<file path="src/rtl/tile_rst_seq_pkg.sv">
package tile_rst_seq_pkg;
  localparam int unsigned NUM_SIDES = 2;
  localparam int unsigned SIDE_TX   = 0;
  localparam int unsigned SIDE_RX   = 1;

  typedef enum logic [1:0] {
    HS_IDLE = 2'd0,
    HS_HOLD = 2'd1,
    HS_REL  = 2'd2,
    HS_DONE = 2'd3
  } hs_state_e;

  typedef enum logic [1:0] {
    PH_IDLE = 2'd0,
    PH_TX   = 2'd1,
    PH_RX   = 2'd2,
    PH_DONE = 2'd3
  } phase_e;
endpackage

</file>
<file path="src/rtl/tile_rst_side.sv">
module tile_rst_side
  import tile_rst_seq_pkg::*;
(
  input  logic clk,
  input  logic arst_n,
  input  logic clr_i,
  input  logic start_i,
  input  logic ack_n_i,
  output logic req_n_o,
  output logic waiting_o,
  output logic complete_o,
  output logic advance_o
);
  hs_state_e state_q, state_d;
  logic      sticky_q, sticky_d;
  logic      state_en, sticky_en;

  always_comb begin
    state_d  = state_q;
    sticky_d = sticky_q;
    if (clr_i) begin
      state_d  = HS_IDLE;
      sticky_d = 1'b0;
    end else begin
      case (state_q)
        HS_IDLE: if (start_i) begin
          state_d  = HS_HOLD;
          sticky_d = 1'b0;
        end
        HS_HOLD: begin
          if (!ack_n_i) sticky_d = 1'b1;
          if (sticky_q) state_d = HS_REL;
        end
        HS_REL:  if (ack_n_i) state_d = HS_DONE;
        default: state_d = state_q;
      endcase
    end
  end

  assign state_en  = (state_d != state_q);
  assign sticky_en = (sticky_d != sticky_q);

  always_ff @(posedge clk or negedge arst_n) begin
    if (!arst_n) begin
      state_q  <= HS_IDLE;
      sticky_q <= 1'b0;
    end else begin
      if (state_en)  state_q  <= state_d;
      if (sticky_en) sticky_q <= sticky_d;
    end
  end

  assign req_n_o    = !((state_q == HS_HOLD) && !sticky_q);
  assign waiting_o  = (state_q == HS_HOLD) || (state_q == HS_REL);
  assign complete_o = (state_q == HS_DONE);
  assign advance_o  = state_en;

  // Request release only comes from the latched acknowledge or an abort.
  assert_release_by_latch_R3: assert property (@(posedge clk) disable iff (!arst_n)
    (req_n_o && !$past(req_n_o)) |-> (sticky_q || $past(clr_i)));

  // The latch keeps the acknowledge once captured.
  assert_latch_holds_R4: assert property (@(posedge clk) disable iff (!arst_n)
    (sticky_q && !clr_i && !start_i) |=> sticky_q);
endmodule

</file>
<file path="src/rtl/tile_rst_timer.sv">
module tile_rst_timer #(
  parameter int unsigned CNT_W = 16
) (
  input  logic             clk,
  input  logic             arst_n,
  input  logic             run_i,
  input  logic             clear_i,
  input  logic [CNT_W-1:0] limit_i,
  output logic             expired_o
);
  localparam logic [CNT_W-1:0] CNT_MAX = {CNT_W{1'b1}};

  logic [CNT_W-1:0] cnt_q, cnt_d;
  logic             cnt_en;

  always_comb begin
    if (clear_i || !run_i)    cnt_d = '0;
    else if (cnt_q != CNT_MAX) cnt_d = cnt_q + 1'b1;
    else                       cnt_d = cnt_q;
  end

  assign cnt_en = (cnt_d != cnt_q);

  always_ff @(posedge clk or negedge arst_n) begin
    if (!arst_n)     cnt_q <= '0;
    else if (cnt_en) cnt_q <= cnt_d;
  end

  assign expired_o = run_i && (cnt_q >= limit_i);
endmodule

</file>
<file path="src/rtl/tile_rst_seq.sv">
module tile_rst_seq
  import tile_rst_seq_pkg::*;
#(
  parameter int unsigned CNT_W = 16
) (
  input  logic             clk,
  input  logic             rst_n,
  input  logic             pll_locked,
  input  logic [CNT_W-1:0] timeout_limit,
  input  logic             tx_ack_n,
  input  logic             rx_ack_n,
  output logic             tx_rst_n,
  output logic             rx_rst_n,
  output logic             done,
  output logic             error
);
  logic                 arst_q1, arst_q2;
  logic [NUM_SIDES-1:0] ack_n, req_n, start, waiting, complete, advance;
  logic                 clr, expired, tmr_run, tmr_clear;
  phase_e               ph_q, ph_d;
  logic                 err_q, err_d, ph_en, err_en;

  // Asynchronous assertion, synchronous release of the local reset.
  always_ff @(posedge clk or negedge rst_n) begin
    if (!rst_n) begin
      arst_q1 <= 1'b0;
      arst_q2 <= 1'b0;
    end else begin
      arst_q1 <= 1'b1;
      arst_q2 <= arst_q1;
    end
  end

  assign ack_n[SIDE_TX] = tx_ack_n;
  assign ack_n[SIDE_RX] = rx_ack_n;
  assign clr            = !pll_locked || expired;

  assign start[SIDE_TX] = (ph_q == PH_IDLE) && pll_locked && !err_q;
  assign start[SIDE_RX] = (ph_q == PH_TX) && complete[SIDE_TX] && !clr;

  for (genvar s = 0; s < NUM_SIDES; s++) begin : g_side
    tile_rst_side u_side (
      .clk        (clk),
      .arst_n     (arst_q2),
      .clr_i      (clr),
      .start_i    (start[s]),
      .ack_n_i    (ack_n[s]),
      .req_n_o    (req_n[s]),
      .waiting_o  (waiting[s]),
      .complete_o (complete[s]),
      .advance_o  (advance[s])
    );
  end

  assign tmr_run   = ((ph_q == PH_TX) && waiting[SIDE_TX]) ||
                     ((ph_q == PH_RX) && waiting[SIDE_RX]);
  assign tmr_clear = |advance;

  tile_rst_timer #(.CNT_W(CNT_W)) u_timer (
    .clk       (clk),
    .arst_n    (arst_q2),
    .run_i     (tmr_run),
    .clear_i   (tmr_clear),
    .limit_i   (timeout_limit),
    .expired_o (expired)
  );

  always_comb begin
    ph_d  = ph_q;
    err_d = err_q;
    if (!pll_locked) begin
      ph_d  = PH_IDLE;
      err_d = 1'b0;
    end else if (expired) begin
      ph_d  = PH_IDLE;
      err_d = 1'b1;
    end else begin
      case (ph_q)
        PH_IDLE: if (start[SIDE_TX]) ph_d = PH_TX;
        PH_TX:   if (complete[SIDE_TX]) ph_d = PH_RX;
        PH_RX:   if (complete[SIDE_RX]) ph_d = PH_DONE;
        default: ph_d = ph_q;
      endcase
    end
  end

  assign ph_en  = (ph_d != ph_q);
  assign err_en = (err_d != err_q);

  always_ff @(posedge clk or negedge arst_q2) begin
    if (!arst_q2) begin
      ph_q  <= PH_IDLE;
      err_q <= 1'b0;
    end else begin
      if (ph_en)  ph_q  <= ph_d;
      if (err_en) err_q <= err_d;
    end
  end

  assign tx_rst_n = req_n[SIDE_TX];
  assign rx_rst_n = req_n[SIDE_RX];
  assign done     = (ph_q == PH_DONE);
  assign error    = err_q;

  assert_rx_after_tx_R5: assert property (@(posedge clk) disable iff (!arst_q2)
    !rx_rst_n |-> complete[SIDE_TX]);

  assert_done_released_R7: assert property (@(posedge clk) disable iff (!arst_q2)
    done |-> (tx_rst_n && rx_rst_n && !error));

  assert_error_idle_R9: assert property (@(posedge clk) disable iff (!arst_q2)
    error |-> (tx_rst_n && rx_rst_n && !done));

  assert_lock_loss_R8: assert property (@(posedge clk) disable iff (!arst_q2)
    !pll_locked |=> (tx_rst_n && rx_rst_n && !done));
endmodule

</file>
<file path="config.mk">
export PLATFORM = sky130hd
export DESIGN_NAME = tile_rst_seq
export DESIGN_NICKNAME = d
export VERILOG_FILES = /design/src/rtl/tile_rst_seq_pkg.sv /design/src/rtl/tile_rst_side.sv /design/src/rtl/tile_rst_timer.sv /design/src/rtl/tile_rst_seq.sv
export SDC_FILE = /design/constraint.sdc
export NUM_CORES = 1
export LEC_CHECK = 0
export CAP_MARGIN = 25
export CORE_ASPECT_RATIO = 0.75
export CORE_UTILIZATION = 59
export CTS_BUF_LIST = sky130_fd_sc_hd__clkbuf_2
export DETAILED_ROUTE_END_ITERATION = 16
export PLACE_DENSITY = 0.92
export SYNTH_ARGS = -nofsm -noshare
export SYNTH_HDL_FRONTEND = slang
export SYNTH_SLANG_ARGS = --single-unit
</file>
<file path="constraint.sdc">
create_clock -name clk -period 1.57 [get_ports clk]
set_clock_uncertainty 0.05 [all_clocks]
set_input_delay 0.314 -clock clk [delete_from_list [all_inputs] [get_ports clk]]
set_output_delay 0.314 -clock clk [all_outputs]
set_load 0.05 [all_outputs]
</file>
==> results.py, run 1 <==
metrics = {
    "outcome": {
        "outcome": "stopped before the end",
        "failed_stage": "clock tree synthesis (4_1_cts)",
        "error": "[ERROR DPL-0033] detailed placement checks failed during check placement.",
    },
    "floorplanning": {
        "start_util_pct": 62.6,
        "die_w_um": 70.4,
        "rows": 18,
        "die_y_um": 53.3,
        "pin_count": 25,
    },
    "logic_synthesis": {
        "ys_ff_latch": 27,
        "syn_nets": 284,
        "async_reset_ff_share_pct": 100,
        "syn_area_um2": 2070,
        "ys_warn_count": 0,
        "yosysTopAreaCell": "dfrtp_1",
        "synth_flop_cell": "dfrtp_1",
        "syn_avg_cell_area_um2": 8.74,
        "synth_top_area_share_pct": 32.6,
        "synth.distinct_cells": 47,
        "postSynthCellCount": 237,
        "yosysSeqAreaShare_pct": 32.6,
        "ys_top_cells_by_area": "dfrtp_1 33%, ha_1 16%, a21oi_1 5.1%, inv_1 4.7%, nor2_1 4.3%",
        "synth_enable_flop_cells": 0,
    },
    "placement": {
        "globalplace.congestion": 0.872,
        "port-buffer-count": 24,
        "hpwl_mm": 5.63,
    },
    "cts": {
        "htreeDepth": 1,
        "cts.sinks": 27,
        "root_buffer": "clkbuf_2",
        "post_cts_resized": 33,
        "cts_buffers": 3,
        "cts_hold_buf": 1,
        "clockBufferDepth": 2,
        "postCtsSetupRepairBufs": 7,
    },
}
-- through the flow --
stage | setup TNS [ns] | setup WS (ns) | std cells | cell area, um2
3_5_place_dp | -32.89 | -1.50 | 371 | 3010
3_3_place_gp | -28.41 | -1.24 | 371 | 3010
2_1_floorplan | -17.42 | -0.876 | 237 | 2130
-- cells in the mapped netlist, types with 3 or more instances --
master / n
xor2_1: 7
xnor2_1: 4
nand2b_1: 3
a21o_1: 3
ha_1: 26
o21ai_0: 10
and3_1: 3
a21oi_1: 21
nor2b_1: 3
clkbuf_1: 3
nand2_1: 13
a21oi_2: 5
inv_1: 26
dfrtp_1: 27
nor3_1: 6
nand3_1: 13
nor2_1: 24
-- logic make-up after synthesis --
family	count (synthesis)	synth area share, %
other	1	0.181
DFF	27	32.6
and+or+nand+nor	81	20.0
muxes	1	0.483
AOI/OAI and AO/OA	60	20.6
adders and majority gates	26	15.7
buffers and inverters	30	5.80
xor gates and xnor gates	11	4.65
==> run 2: changes to the inputs <==
- CORE_ASPECT_RATIO: 0.75 -> not set
- CORE_UTILIZATION: 59 -> 40
- CTS_BUF_LIST: sky130_fd_sc_hd__clkbuf_2 -> not set
- PLACE_DENSITY: 0.92 -> not set
- PLACE_DENSITY_LB_ADDON: not set -> 0.15
==> results.py, run 2 <==
metrics = {
    "outcome": {
        "outcome": "complete, but fails checks",
        "violations": "negative setup slack",
    },
    "placement": {
        "placed_area_um2": 3010,
        "port-buffer-count": 24,
        "hpwl_mm": 3.83,
        "globalplace.congestion": 0.849,
    },
    "routing": {
        "drt_iter0_markers": 51,
        "drtAntennaViolNets": 0,
        "vias": 1986,
        "routedWlPerCell_um": 12.3,
        "routed_wl_mm": 5.04,
        "drc": 0,
        "drt_pre_antenna_iters": 4,
        "vias_per_cell": 4.87,
    },
    "cells_and_area": {
        "fillers": 388,
        "regMostFlops": "u_timer.cnt_q",
        "area_delta_synth_final_pct": 62.1,
        "layout_common_cells": "73 x buf_4, 27 x dfrtp_1, 24 x nor2_1",
        "fin_area_um2": 3360,
        "multiInputGateArea_um2": 1560,
        "final_nets": 389,
        "regArea_um2": 676,
        "final_common_cell": "buf_4",
        "layout-drive-gt1-share_pct": 40.8,
        "largest_reg_flops": 16,
        "antenna_cells": 0,
        "top_regs": "u_timer.cnt_q (16), g_side.u_side.state_q (4)",
    },
    "timing": {
        "setup_viol": 27,
        "final.min_clock_period_ns": 2.45,
        "post-route-period-util_pct": 156,
        "finalHoldViolCount": 0,
        "drv_slew": 0,
        "final.setup.tns_ns": -18.84,
        "worst_slack_ns": -0.882,
        "rsz0062_at_grt": "yes",
        "fmax_mhz": 408,
    },
    "logic_synthesis": {
        "ys_warn_count": 0,
        "syn_nets": 284,
        "synthAdderAreaFrac_pct": 15.7,
        "synth.distinct_cells": 47,
        "yosysMostFrequentCell": "dfrtp_1",
        "async_reset_ff_share_pct": 100,
        "synth-compound-area-share_pct": 20.6,
        "syn_avg_cell_area_um2": 8.74,
        "yosys.area_share.simple_pct": 20.0,
        "yosysSeqAreaShare_pct": 32.6,
        "ys_top_cells_by_area": "dfrtp_1 33%, ha_1 16%, a21oi_1 5.1%, inv_1 4.7%, nor2_1 4.3%",
        "yosys.area_share.xor_xnor_pct": 4.65,
        "synth_enable_flop_cells": 0,
        "yosysTopAreaCell": "dfrtp_1",
        "synth_flop_cell": "dfrtp_1",
        "postSynthCellCount": 237,
        "ys_ff_latch": 27,
        "synthMuxAreaShare_pct": 0.483,
        "syn_area_um2": 2070,
        "synthTopCellsByCount": "27 x dfrtp_1, 26 x ha_1, 26 x inv_1",
        "synth_top_area_share_pct": 32.6,
        "synth_top_family_by_area": "compound AO/OA/AOI/OAI gates",
    },
    "worst_setup_path": {
        "cp_data_required_time_ns": 1.72,
        "reg2reg_setup_slack_ns": -0.88,
        "critPathKind": "flop to flop",
        "arrival_ns": 2.60,
        "critPathLaunchType": "flop",
        "cp-end-kind": "flop",
        "crit_path_max_fanout": 6,
    },
    "power": {
        "power_mw": 3.50,
        "leakage_nw": 1.55,
        "power.density_nw_per_um2": 1040,
        "max-vdd-ir-drop_v": 0.000808,
    },
    "global_route": {
        "grt_max_degree": 21,
        "grt_remaining_overflow": 0,
        "antenna_found_initial": 0,
        "grt_util_all_layers_pct": 19.4,
        "grt_pass1_wl_mm": 8.17,
        "first_global_vias": 1930,
    },
    "floorplanning": {
        "core_um2": 4850,
        "die_w_um": 74.0,
        "start_util_pct": 42.7,
        "die_area_um2": 5470,
        "pin_count": 25,
        "rows": 25,
        "die_y_um": 74.0,
    },
    "cts": {
        "cts_hold_buf": 0,
        "cts_buffers": 3,
        "htreeDepth": 1,
        "clockBufferDepth": 2,
        "root_buffer": "clkbuf_8",
        "clk_pin_slew_worst_paths_ns": 0.10,
        "cts_tree": "done",
        "clock_latency_ns": 0.27,
        "cts.sinks": 27,
    },
    "job": {
        "max-cap-violations": 0,
    },
    "worst_hold_path": {
        "hp-class": "flop to async pin",
    },
}
[run 2: cell counts after synthesis]
No cell type changed its count.
[run 2: routing by layer]
metal  global-route usage, %  up-vias  part of all wire [%]
li1                        -     1044                     -
met1                    26.8      926                    51
met2                    32.0       14                    47
met3                    1.63        2                   1.4
met4                    6.41        0                  0.91
met5                       0        -                     0
[run 2: path summary, 6_finish.rpt]
kind                                        start                 to  cells past startpoint
worst max register to register  u_timer.cnt_q[14]  u_timer.cnt_q[14]                     10
worst max-delay path            u_timer.cnt_q[14]  u_timer.cnt_q[14]                     10
worst min register to register            arst_q2   u_timer.cnt_q[1]                      0
worst min-delay path                      arst_q2   u_timer.cnt_q[1]                      0
max in group asynchronous                 arst_q2  u_timer.cnt_q[13]                      1
min in group clk                          arst_q1            arst_q2                      0
[run 2: area by class of cell]
type                            count  share of cell area (%)
Multi-Input combinational cell    180                    46.4
Sequential cell                    27                    20.1
Clock buffer                        4                    1.34
Inverter                           26                    2.91
Tap cell                           67                    2.50
Timing Repair Buffer              104                    26.7
[run 2: logic make-up (layout without fill, tap and decap cells)]
| logic type | after synthesis | after routing |
|---|---|---|
| AOI/OAI and AO/OA | 60 | 60 |
| xor gates and xnor gates | 11 | 11 |
| adders and majority gates | 26 | 26 |
| buffers and inverters | 30 | 134 |
| DFF | 27 | 27 |
| muxes | 1 | 1 |
| other | 1 | 1 |
| and+or+nand+nor | 81 | 81 |
[run 2: stage by stage]
| stage | utilization, % | instances | hold slack, ns | worst slack, ns |
|---|---|---|---|---|
| final | 69.3 | 408 | 0.0471 | -0.882 |
| after detailed placement | 62.0 | 395 | 0.0429 | -1.31 |
| after global placement | 62.0 | 395 | 0.0384 | -1.25 |
| after floorplan | - | 237 | -0.0316 | -0.876 |
| after global routing | 69.3 | 408 | 0.0700 | -0.963 |
| after CTS | 66.5 | 406 | 0.0541 | -0.868 |
[run 2: worst max-delay path, cell delays in order (launching register included)]
cell	delay [ns]
dfrtp_1	0.43
ha_4	0.29
nand4_4	0.11
or3_4	0.37
a311oi_4	0.28
buf_4	0.17
o31ai_1	0.06
o211ai_1	0.15
o211ai_4	0.15
buf_6	0.17
nor3_4	0.16
[run 2: what timing repair did]
item,CTS,global route
gates resized for setup,41,19
setup buffers,7,2
gates cloned,1,0
pin swaps,12,13
setup endpoints to repair,27,27
[run 2: where the power goes]
| part | switching [mW] | leakage (nW) | internal, mW |
|---|---|---|---|
| combinational | 1.03 | 1.16 | 1.19 |
| sequential | 0.0780 | 0.365 | 0.792 |
| clock | 0.226 | 0.0228 | 0.182 |
Power figures use the tool's default switching activity.
==> run 3: changes to the inputs <==
- ABC_AREA: not set -> 1
- CORE_AREA: not set -> 2 2 63 65
- CORE_UTILIZATION: 40 -> not set
- DIE_AREA: not set -> 0 0 65 67
- MAX_ROUTING_LAYER: not set -> met4
==> results.py, run 3 <==
metrics = {
    "outcome": {
        "outcome": "complete, but fails checks",
        "violations": "negative setup slack",
    },
    "floorplanning": {
        "core_um2": 3610,
        "die_y_um": 67,
        "pin_count": 25,
        "die_area_um2": 4360,
        "die_w_um": 65,
        "rows": 22,
        "start_util_pct": 57.5,
    },
    "logic_synthesis": {
        "postSynthCellCount": 281,
        "synth_flop_cell": "dfrtp_1",
        "syn_nets": 328,
        "yosysSeqAreaShare_pct": 32.6,
        "syn_avg_cell_area_um2": 7.38,
        "syn_area_um2": 2070,
        "async_reset_ff_share_pct": 100,
        "ys_ff_latch": 27,
        "synth-compound-area-share_pct": 11.3,
        "synthTopCellsByCount": "59 x nand2_1, 48 x inv_1, 33 x nor2_1",
        "yosys.area_share.xor_xnor_pct": 3.38,
        "synth.distinct_cells": 29,
        "synth_top_family_by_area": "simple AND/OR/NAND/NOR gates",
        "yosys.area_share.simple_pct": 27.4,
        "ys_warn_count": 0,
        "ys_top_cells_by_area": "dfrtp_1 33%, ha_1 16%, nand2_1 11%, inv_1 8.7%, nor2_1 6.0%",
        "synthMuxAreaShare_pct": 0,
        "yosysTopAreaCell": "dfrtp_1",
        "synth_top_area_share_pct": 32.6,
        "synth_enable_flop_cells": 0,
        "synthAdderAreaFrac_pct": 15.7,
        "yosysMostFrequentCell": "nand2_1",
    },
    "timing": {
        "rsz0062_at_grt": "yes",
        "final.setup.tns_ns": -21.63,
        "worst_slack_ns": -1.12,
        "final.min_clock_period_ns": 2.69,
        "finalHoldViolCount": 0,
        "setup_viol": 27,
        "drv_slew": 0,
        "post-route-period-util_pct": 171,
        "fmax_mhz": 372,
    },
    "cells_and_area": {
        "layout-drive-gt1-share_pct": 40.2,
        "antenna_cells": 0,
        "layout_common_cells": "58 x buf_4, 46 x nand2_1, 39 x inv_1",
        "final_common_cell": "buf_4",
        "fin_util_pct": 94.2,
        "regMostFlops": "u_timer.cnt_q",
        "area_delta_synth_final_pct": 63.9,
        "largest_reg_flops": 16,
        "final_nets": 426,
        "top_regs": "u_timer.cnt_q (16), g_side.u_side.state_q (4)",
    },
    "worst_setup_path": {
        "critPathSlowestCell": "clkdlybuf4s50_1",
        "arrival_ns": 2.85,
        "crit_path_frequent_cell": "nand2_2",
        "critPathKind": "input pin to flop",
        "cp-end-kind": "flop",
        "cp_cell_sequence": "clkdlybuf4s50_1, inv_1, ha_1, nand2_2, nor3_1, nand2_1, nand2_2, nand2_4, nand3_4, nand2_2, nand2_2, nand2_2, nand2_2, nand2_2, nor2_4, nand2_4, nor2_1",
        "critPathLaunchType": "input pin",
        "cp_slowest_stage_delay_ns": 0.47,
        "path_buf_inv": 2,
        "crit_family": "simple AND/OR/NAND/NOR gates",
        "reg2reg_depth": 19,
        "critical_path_cell_count": 17,
        "cp_data_required_time_ns": 1.73,
        "crit_path_max_fanout": 8,
    },
    "cts": {
        "cts_buffers": 3,
        "clock_latency_ns": 0.29,
        "htreeDepth": 1,
        "cts_tree": "done",
        "root_buffer": "clkbuf_8",
        "clk_pin_slew_worst_paths_ns": 0.10,
        "cts.sinks": 27,
        "clockBufferDepth": 2,
    },
    "global_route": {
        "grt_pass1_wl_mm": 9.96,
        "grt_max_degree": 26,
        "first_global_vias": 2342,
        "grt_util_all_layers_pct": 30.5,
        "antenna_found_initial": 0,
        "grt_remaining_overflow": 0,
    },
    "power": {
        "sw_frac_of_total_pct": 39.0,
        "power_frac_seq_pct": 33.4,
        "power.density_nw_per_um2": 664,
        "max-vdd-ir-drop_v": 0.000754,
        "combPwrFrac_pct": 48.1,
        "p_clk_share_pct": 18.5,
        "leakage_nw": 1.64,
        "power_mw": 2.26,
        "switchingPower_mw": 0.880,
        "p_int_mw": 1.38,
    },
    "placement": {
        "hpwl_mm": 3.69,
        "port-buffer-count": 24,
        "globalplace.congestion": 0.911,
    },
    "routing": {
        "routedWlPerCell_um": 19.7,
        "drt_iter0_markers": 226,
        "drtAntennaViolNets": 0,
        "drc": 0,
        "drt_pre_antenna_iters": 5,
        "routed_wl_mm": 8.41,
        "vias_per_cell": 6.08,
        "vias": 2588,
    },
    "worst_hold_path": {
        "hp-class": "input pin to async pin",
    },
    "job": {
        "max-cap-violations": 0,
    },
}
==> run 3: power by group through the flow <==
stage	logic (mW)	registers [mW]	clock network (mW)
6_report	1.08	0.754	0.417
3_5_place_dp	0.697	0.759	0
3_3_place_gp	0.679	0.758	0
4_1_cts	0.871	0.749	0.413
5_1_grt	1.14	0.756	0.430
2_1_floorplan	0.361	0.778	0
==> run 3: layer usage <==
metal	GRT usage (%)	part of all wire, %	up-vias
li1	-	-	1097
met4	10.6	9.1	0
met3	2.53	8.8	87
met2	59.8	48	215
met5	-	0	-
met1	31.9	34	1189
==> run 3: metrics by stage <==
step	cell area, um2	setup WS (ns)	hold slack [ns]	cells
finish	3400	-1.12	0.126	426
global route	3400	-1.25	0.136	426
CTS	3170	-0.774	0.135	421
detailed placement	2820	-1.17	0.190	406
global placement	2820	-1.13	0.185	406
floorplan	2080	-0.547	-0.0316	281
==> run 3: cell families after synthesis <==
family / Yosys count
flops: 27
xor+xnor: 8
simple gates: 128
fa+ha+maj: 26
compound gates: 41
other cells: 1
buf+inv: 50
==> run 3: worst paths after layout <==
check                                  start                end  slack, ns
setup / recovery           timeout_limit[14]   u_timer.cnt_q[4]      -1.12
min in group clk                     arst_q1            arst_q2       0.32
setup reg to reg            u_timer.cnt_q[0]   u_timer.cnt_q[4]      -1.07
hold / removal                         rst_n            arst_q1       0.13
hold reg to reg                      arst_q2   u_timer.cnt_q[0]       0.19
max in group asynchronous            arst_q2  u_timer.cnt_q[11]       1.02
==> run 3: final cells by class <==
type | instances | area, um2
Multi-Input combinational cell | 205 | 1590
Timing Repair Buffer | 94 | 842
Sequential cell | 27 | 676
Fill cell | 103 | 208
Inverter | 48 | 180
Tap cell | 48 | 60.1
Clock buffer | 3 | 41.3
Clock inverter | 1 | 5.00
==> run 3: worst reg2reg max path, stage by stage, from the launching register on <==
cell and delay (ns):
dfrtp_1 0.42, inv_2 0.12, ha_4 0.21, nand2_4 0.06
nor2_4 0.04, nor2_2 0.09, nand2_1 0.08, nand2_1 0.07
nand2_1 0.06, nand2_1 0.09, nand2_2 0.08, nand2_4 0.13
nand2_8 0.09, a21oi_4 0.15, nand2_2 0.09, nand2_2 0.11
nand2_2 0.09, nor2_4 0.20, nand2_4 0.16, nor2_1 0.17
==> run 3: timing repair <==
action                     in CTS  in global routing
gates cloned                    1                  0
setup endpoints to repair      27                 27
buffers inserted               14                  9
pin swaps                      36                 37
hold buffers                    0                  0
resized for setup              68                 45
==> run 4: changes to the inputs <==
- CORE_AREA: 2 2 63 65 -> not set
- CORE_UTILIZATION: not set -> 56
- DIE_AREA: 0 0 65 67 -> not set
- TNS_END_PERCENT: not set -> 10
- clock period: 1.57 -> 2.5 ns (I/O delays scaled with it)
==> results.py, run 4 (synthesized netlist as in run 3, its figures left out) <==
metrics = {
    "timing": {
        "final.setup.tns_ns": 0,
        "finalHoldViolCount": 0,
        "final.min_clock_period_ns": 2.44,
        "setup_viol": 0,
        "drv_slew": 0,
        "fmax_mhz": 409,
        "holdWs_ns": 0.185,
        "rsz0062_at_grt": "yes",
        "post-route-period-util_pct": 97.7,
    },
    "cells_and_area": {
        "fin_util_pct": 82.8,
        "area_delta_synth_final_pct": 37.5,
        "layout-drive-gt1-share_pct": 24.8,
        "largest_reg_flops": 16,
        "top_regs": "u_timer.cnt_q (16), g_side.u_side.state_q (4)",
        "layout_common_cells": "52 x nand2_1, 35 x inv_1, 27 x dfrtp_1",
        "final_nets": 371,
        "regMostFlops": "u_timer.cnt_q",
        "final_common_cell": "nand2_1",
        "fin_area_um2": 2850,
        "antenna_cells": 0,
    },
    "placement": {
        "placed_area_um2": 2450,
        "port-buffer-count": 24,
        "hpwl_mm": 3.12,
        "globalplace.congestion": 0.897,
    },
    "global_route": {
        "grt_max_degree": 26,
        "grt_util_all_layers_pct": 22.2,
        "antenna_found_initial": 0,
        "grt_pass1_wl_mm": 6.95,
        "grt_remaining_overflow": 0,
        "first_global_vias": 1766,
    },
    "worst_setup_path": {
        "reg2reg_setup_slack_ns": 0.06,
        "crit_path_max_fanout": 8,
        "cp_data_required_time_ns": 2.60,
        "cp_cell_sequence": "inv_2, ha_4, nand2_2, nor2_1, nor2_1, nand2_1, nand2_1, nand2_1, nand2_1, nand2_2, nand2_4, nand3_4, nand2_1, nand2_1, nand2_1, nand2_1, nand2_1, nand2_1, nand2_2, clkbuf_16, nor2_4",
        "critPathKind": "flop to flop",
        "arrival_ns": 2.55,
        "cp-end-kind": "flop",
        "crit_path_frequent_cell": "nand2_1",
        "critPathLaunchType": "flop",
        "cp_slowest_stage_delay_ns": 0.43,
        "critPathSlowestCell": "dfrtp_1",
    },
    "cts": {
        "clock_latency_ns": 0.26,
        "cts_tree": "done",
        "cts_hold_buf": 0,
        "clockBufferDepth": 2,
        "clk_pin_slew_worst_paths_ns": 0.09,
        "cts.sinks": 27,
        "htreeDepth": 1,
        "root_buffer": "clkbuf_8",
        "cts_buffers": 3,
    },
    "routing": {
        "drt_iter0_markers": 62,
        "drt_pre_antenna_iters": 4,
        "drtAntennaViolNets": 0,
        "vias": 1914,
        "routed_wl_mm": 4.74,
        "drc": 0,
        "vias_per_cell": 5.19,
        "routedWlPerCell_um": 12.9,
    },
    "power": {
        "sw_frac_of_total_pct": 34.0,
        "p_int_mw": 0.734,
        "combPwrFrac_pct": 35.0,
        "leakage_nw": 1.43,
        "max-vdd-ir-drop_v": 0.000445,
        "power.density_nw_per_um2": 390,
        "switchingPower_mw": 0.378,
        "power_mw": 1.11,
        "power_frac_seq_pct": 43.3,
        "p_clk_share_pct": 21.7,
    },
    "floorplanning": {
        "start_util_pct": 60.2,
        "rows": 21,
        "die_area_um2": 3950,
        "pin_count": 25,
        "die_y_um": 62.8,
        "core_um2": 3440,
        "die_w_um": 62.8,
    },
    "worst_hold_path": {
        "hp-class": "flop to async pin",
    },
    "outcome": {
        "outcome": "finished clean",
    },
    "job": {
        "max-cap-violations": 0,
    },
}
[run 4: cell types whose count changed in the layout (fill, tap and decap cells not counted), sizes merged, moves of 2 or more]
cell	before	now
clkdlybuf4s50	10	6
dlygate4sd2	9	0
buf	74	17
dlymetal6s2s	1	16
clkbuf	3	5
[run 4: worst max-delay path, delay by kind of cell (launching register included)]
kind	cells	cell delay [ns]
fa+ha+maj	1	0.20
buf+inv	2	0.29
flops	1	0.43
simple gates	18	1.37
[run 4: what timing repair did]
item	4_1_cts	5_1_grt
setup endpoints to repair	16	16
gates resized for setup	0	73
setup buffers	0	3
cloned	0	1
pin swaps	0	37
[run 4: final cells by class]
type / instances / area, um2
flip-flops and latches: 27 / 676
repair buffers: 40 / 425
clock buffers: 4 / 45.0
well taps: 46 / 57.6
fillers: 216 / 592
multi-input cells: 204 / 1470
inverters: 48 / 180
[run 4: layer usage]
| layer | up-vias | track usage [%] | wire length (um) | share of wire, % |
|---|---|---|---|---|
| met5 | - | - | 0 | 0 |
| met1 | 885 | 26.2 | 2120 | 45 |
| met4 | 0 | 6.10 | 58 | 1.2 |
| li1 | 985 | - | - | - |
| met3 | 6 | 1.64 | 131 | 2.8 |
| met2 | 38 | 40.2 | 2440 | 51 |
[run 4: worst paths after layout]
kind                                   from                 to  depth (start not counted)
setup / recovery           u_timer.cnt_q[0]  u_timer.cnt_q[13]                         21
hold / removal                      arst_q2   u_timer.cnt_q[2]                          1
setup reg to reg           u_timer.cnt_q[0]  u_timer.cnt_q[13]                         21
hold reg to reg                     arst_q2   u_timer.cnt_q[2]                          1
max in group asynchronous             rst_n            arst_q2                          1
min in group clk                    arst_q1            arst_q2                          0
[run 4: power by group through the flow]
stage / Combinational (mW) / Clock (mW) / Sequential, mW
global placement: 0.324 / 0 / 0.489
CTS: 0.335 / 0.246 / 0.482
global route: 0.438 / 0.258 / 0.485
detailed placement: 0.332 / 0 / 0.490
floorplan: 0.225 / 0 / 0.488
finish: 0.389 / 0.241 / 0.482
[run 4: through the flow]
step / worst slack (ns) / std cells
detailed placement: -0.395 / 361
finish: 0.0568 / 369
floorplan: 0.279 / 281
global route: -0.0969 / 369
CTS: -0.126 / 365
global placement: -0.345 / 361
